## src/rtl/sdram_col_seq.sv

```systemverilog
module sdram_col_seq #(
  parameter int COL_W = 9
) (
  input  logic             clk,
  input  logic             rst_n,
  input  logic             start_i,
  input  logic [COL_W-1:0] start_col_i,
  input  logic [2:0]       len_code_i,
  input  logic             ilv_i,
  input  logic             wr_i,
  input  logic             single_wr_i,
  input  logic             stop_i,
  output logic [COL_W-1:0] col_o,
  output logic             valid_o,
  output logic             last_o,
  output logic             err_o
);
  logic [COL_W-1:0] base_q, cnt_q, mask_q, mask_d;
  logic             full_q, ilv_q, act_q, err_q;
  logic             full_d, bad_d, accept;

  always_comb begin
    mask_d = '0;
    full_d = 1'b0;
    bad_d  = 1'b0;
    case (len_code_i)
      3'd0:    mask_d = COL_W'(0);
      3'd1:    mask_d = COL_W'(1);
      3'd2:    mask_d = COL_W'(3);
      3'd3:    mask_d = COL_W'(7);
      3'd7:    begin mask_d = '1; full_d = 1'b1; bad_d = ilv_i; end
      default: bad_d = 1'b1;
    endcase
    if (wr_i && single_wr_i) begin
      mask_d = '0;
      full_d = 1'b0;
      bad_d  = 1'b0;
    end
  end

  assign accept = start_i & ~bad_d;

  always_ff @(posedge clk) begin
    if (!rst_n) begin
      base_q <= '0;
      cnt_q  <= '0;
      mask_q <= '0;
      full_q <= 1'b0;
      ilv_q  <= 1'b0;
      act_q  <= 1'b0;
      err_q  <= 1'b0;
    end else begin
      err_q <= start_i & bad_d;
      if (accept) begin
        base_q <= start_col_i;
        cnt_q  <= '0;
        mask_q <= mask_d;
        full_q <= full_d;
        ilv_q  <= ilv_i;
        act_q  <= 1'b1;
      end else if (stop_i) begin
        act_q <= 1'b0;
      end else if (act_q) begin
        if (last_o) act_q <= 1'b0;
        else        cnt_q <= cnt_q + 1'b1;
      end
    end
  end

  assign col_o   = ilv_q ? (base_q ^ cnt_q)
                         : ((base_q & ~mask_q) | ((base_q + cnt_q) & mask_q));
  assign valid_o = act_q;
  assign last_o  = act_q & ~full_q & (cnt_q == mask_q);
  assign err_o   = err_q;
endmodule


```

## config.mk

```make
export PLATFORM = sky130hd
export DESIGN_NAME = sdram_col_seq
export DESIGN_NICKNAME = d
export VERILOG_FILES = /design/src/rtl/sdram_col_seq.sv
export SDC_FILE = /design/constraint.sdc
export NUM_CORES = 1
export LEC_CHECK = 0
export BUFFER_PORTS_ARGS = -buffer_cell sky130_fd_sc_hd__buf_2
export CAP_MARGIN = 20
export CORE_UTILIZATION = 45
export DETAILED_ROUTE_END_ITERATION = 8
export PLACE_DENSITY = 0.67
export SLEW_MARGIN = 30
export SYNTH_ARGS = -nofsm -noshare
export SYNTH_HDL_FRONTEND = slang
export SYNTH_SLANG_ARGS = --single-unit
```

## constraint.sdc

```tcl
create_clock -name clk -period 2.67 [get_ports clk]
set_input_delay 0.267 -clock clk [delete_from_list [all_inputs] [get_ports clk]]
set_output_delay 0.267 -clock clk [all_outputs]
set_load 0.02 [all_outputs]
```

[Word-level counts from Yosys, hierarchy flattened]
Cells that the tools add are included.
W data, S select, Z words.
Word-level totals
  flip-flop bits (word level): 31
  output and inout bits: 12
  input port bits: 19
  word-level logic and storage cells: 44
Cells by class
  equality and inequality tests: 5
  add/subtract/negate cells: 2
  reductions and logical operators: 5
  bitwise gates (word level): 14
  muxes and demuxes: 11
Operators with widths (count)
  $pmux W9 S4: 1
  $and A9 B9 Y9: 2
  $mux W9: 2
  $add A9 B1 Y9 const B: 1
  $add A9 B9 Y9: 1
  $eq A9 B9 Y1: 1
  $not A9 Y9: 1
  $or A9 B9 Y9: 1
  $xor A9 B9 Y9: 1
  $mux W1: 7
  $eq A3 B2 Y1 const B: 2
  $not A1 Y1: 5
  $and A1 B1 Y1: 4
  $reduce_or A4 Y1: 1
  $eq A3 B1 Y1 const B: 1
  $eq A3 B3 Y1 const B: 1
  $logic_not A3 Y1: 1
  $reduce_and A3 Y1: 1
  $pmux W1 S2: 1
  $reduce_or A2 Y1: 1
  $logic_and A1 B1 Y1: 1

[Longest topological paths before layout]
  depth after elaboration: 7
  gate-level depth with buffers: 9
  depth with buffers taken out: 9

[Worst setup path before layout]
No wires, ideal clock.
  path type: register -> output
  start: register cnt_q[0]
  end: output port col_o[6]
  data required time: 2.403 ns
  slack: 0.266 ns
  buffers on the path: 0
  arrival: 2.137 ns
  cell stages (with the launch flop): 10
  cells stage by stage: dfxtp_1 -> ha_1 -> inv_1 -> fa_1 -> nand2b_1 -> a21oi_1 -> o21ai_0 -> nand2b_1 -> mux2i_1 -> a221oi_1
On the way
  longest elaborated chain between the ends: 4
Ends and longest elaborated chain
  start: declaration: line 18  | logic [COL_W-1:0] base_q, cnt_q, mask_q, mask_d;
  start signal: assignment: line 65  | else cnt_q <= cnt_q + 1'b1;
  $add A9 B9 Y9: line 71  | : ((base_q & ~mask_q) | ((base_q + cnt_q) & mask_q));
  $and A9 B9 Y9: line 71
  $or A9 B9 Y9: line 71
  $mux W9: line 70  | assign col_o = ilv_q ? (base_q ^ cnt_q)
  end: declaration: line 13  | output logic [COL_W-1:0] col_o,
Every way passes these cells.

[Worst setup path in the final report]
  start: register cnt_q[6]
  end: output port col_o[7]
Same word-level chain as after synthesis.

==> run metrics <==
final period utilization 94.3%; worst rel slew slack 62.0%; routed wire length 3.84 mm; Placed Instances 287; area leader, netlist dfxtp_1; endpoints failing setup 0; final antenna-violating net count 0; Distinct cells, synth 39; die extent in y 62.9 µm; CTS tree done; largest family of logic cells by synthesized area simple AND/OR/NAND/NOR gates; largest net degree at the start of global routing 19; CP Data Arrival Time 2.25 ns; clk_lat worst skew 0.27 ns; Nets 275; initial antenna violation count 0; total track usage 20.4%; Cell Area, Synth 1670 µm²; crit path max fanout 6; RSZ-0062 raised after global routing false; register bit total from synthesis 26; via count 1602; number of diodes 0; hold_buf cts 0; adder-cell share of the synthesized area 7.95%; Synth Area in XOR/XNOR 6.30%; Tmin final 2.52 ns; die area 3950 µm²; Num Clock Sinks 26; fin cells 291; warnings from Yosys 0; Routed WL per cell 13.2 µm; slowest CP cell dfxtp_1; Crit. End Element output pin; clock slew at reported path FFs 0.09 ns; first-pass GRT wire length 6.56 mm; compound-gate portion of the synthesized area 19.3%; fraction of synthesized area in multiplexers 3.08%; Top Ports 31; clock skew 0.00316 ns; vias in the first global route 1478; row count 21; critical path type flop to output pin; Critical Path RT 2.40 ns; Sum Neg Setup Slack 0 ns; fraction of the mapped netlist area in simple logic gates 27.5%; Chip Width 62.9 µm; total power 0.896 mW; highest clock rate 0.397 GHz; post-synthesis sequential area ratio 31.2%; synthesis-to-layout area growth 17.6%; total core area 3440 µm²; share of cells above drive strength 1 20.0%; Fill cells 349; Gate Count Post-Synth 215; Bufs and invs on worst path 1; fin. max-slew vios 0; clock root cell clkbuf_8; hpwl dp 2.89 mm; CTS buffer count 3; Worst Max-Slew Pin Slew 0.568 ns; detailed-router iteration count before antenna repair 4; max-capacitance violation count 0; gpl congestion 0.905; syn nets 244; Yosys top cell area share 31.2%; CTS H-tree depth 1; DRC violations left 0; worst hold path type primary input to flop; Syn Area/Cell 7.76 µm²; static leakage power 0.819 nW; Overflow after GRT 0; CP peak stage delay 0.45 ns; status finished clean; final core utilization 57.0%; Port Buffers 30; CP startpoint kind flop; top area cells in the synthesized netlist dfxtp_1 (31%), ha_1 (6.8%), nand2_1 (6.3%), a21boi_0 (5.0%), nand3_1 (4.5%); Initial Util 48.5%; PD cells 457 nW/µm²; iteration-0 DRC count of the detailed router 90; Max VDD drop 0.330 mV; Cell Chain, Critical Path ha_1 > a2111oi_0 > a22oi_1 > mux2i_1 > a221oi_1 > buf_2; vias per cell 5.51; Final Hold Fails 0; worst-case clock buffer depth 2; critical path's top delay family compound AO/OA/AOI/OAI gates
registers in the layout, summed over array words and instances (netlist names):
signal / cells
valid_o: 1
cnt_q: 9
err_o: 1
ilv_q: 1
mask_q: 4
base_q: 9
full_q: 1
cell usage after synthesis, drive strengths merged:
cell type and n:
nand3 15, o2111ai 2, ha 9, dfxtp 26, o211ai 1, and2 2, nand2b 5, nand4 2
a22oi 3, a21o 1, o21a 1, nor2b 3, a221oi 3, xor2 6, nor4 1, o41ai 1
nand2 28, mux2i 4, clkbuf 5, nor3 7, and3 1, or4 3, xnor2 6, or3 4
fa 1, nor3b 3, a2111oi 1, o21ai 13, inv 12, mux2 1, nor2 20, buf 2
a21oi 11, o22ai 1, a21boi 11
cell type report:
type	count	area [µm²]	share of cell area [%]
multi-input cells	170	1090	55.5
flip-flops and latches	26	523	26.7
repair buffers	33	175	8.93
well taps	46	57.6	2.94
inverters	12	45.0	2.30
clock buffers	3	41.3	2.11
clock inverters	1	30.0	1.53
tightest hold or removal path, cell delays in order:
cell,delay [ns]
buf_2,0.09
nand3_1,0.05
a21boi_0,0.06
per-layer routing:
metal / part of all wire [%] / wire (µm) / GRT usage (%) / vias up
met5: 0 / 0 / 0 / -
met4: 0.94 / 36 / 4.36 / 0
met3: 5.1 / 195 / 2.92 / 5
met2: 44 / 1710 / 33.6 / 44
met1: 49 / 1900 / 27.7 / 735
li1: - / - / - / 818
final timing paths:
| path | cells after the start | startpoint | slack, ns | endpoint |
|---|---|---|---|---|
| max | 6 | cnt_q[6]$_SDFFE_PP0P_ | 0.15 | col_o[7] |
| min | 3 | start_col_i[6] | 0.24 | base_q[6]$_SDFFE_PN0P_ |
| max reg2reg | 7 | mask_q[7]$_SDFFE_PN0P_ | 0.67 | cnt_q[8]$_SDFFE_PP0P_ |
| min reg2reg | 2 | base_q[0]$_SDFFE_PN0P_ | 0.48 | base_q[0]$_SDFFE_PN0P_ |
per-stage QoR:
| step | worst slack (ns) | instance area (µm²) | hold WS (ns) |
|---|---|---|---|
| global placement | 0.428 | 1860 | 0.466 |
| floorplan | 0.266 | 1670 | 0.421 |
| CTS | 0.0968 | 1940 | 0.244 |
| finish | 0.152 | 1960 | 0.244 |
| global route | 0.0234 | 1960 | 0.262 |
| detailed placement | 0.423 | 1860 | 0.470 |
cell usage in the layout, fill, tap and decap left out, drive strengths merged, types with 2 or more instances in the layout:
cell type,n
and2,2
dfxtp,26
nor3b,3
nor3,7
nand2,28
ha,9
a21oi,11
a22oi,3
or4,3
mux2i,4
nor2,20
xor2,6
o21ai,13
a221oi,3
xnor2,6
buf,33
nand4,2
clkbuf,3
o2111ai,2
nor2b,3
nand3,15
nand2b,5
or3,4
a21boi,11
inv,12
cells by family (layout without fill, tap and decap cells):
group                      count (synthesis)  count (layout)
AOI/OAI and AO/OA                         49              49
adders and majority gates                 10              10
muxes                                      5               5
DFF                                       26              26
xor gates and xnor gates                  12              12
and+or+nand+nor                           94              94
buffers and inverters                     19              49
power breakdown:
part           internal (mW)  total, mW  switching, mW
Combinational         0.0589      0.148         0.0894
Sequential             0.401      0.415         0.0138
Clock                  0.201      0.333          0.132
Total                  0.661      0.896          0.236
what timing repair did:
action                                 in CTS  in global routing
endpoints found under the hold margin       0                  0
resized for setup                           0                  8
buffers inserted                            0                  0
setup endpoints to repair                   0                  4
Power figures use the tool's default switching activity.
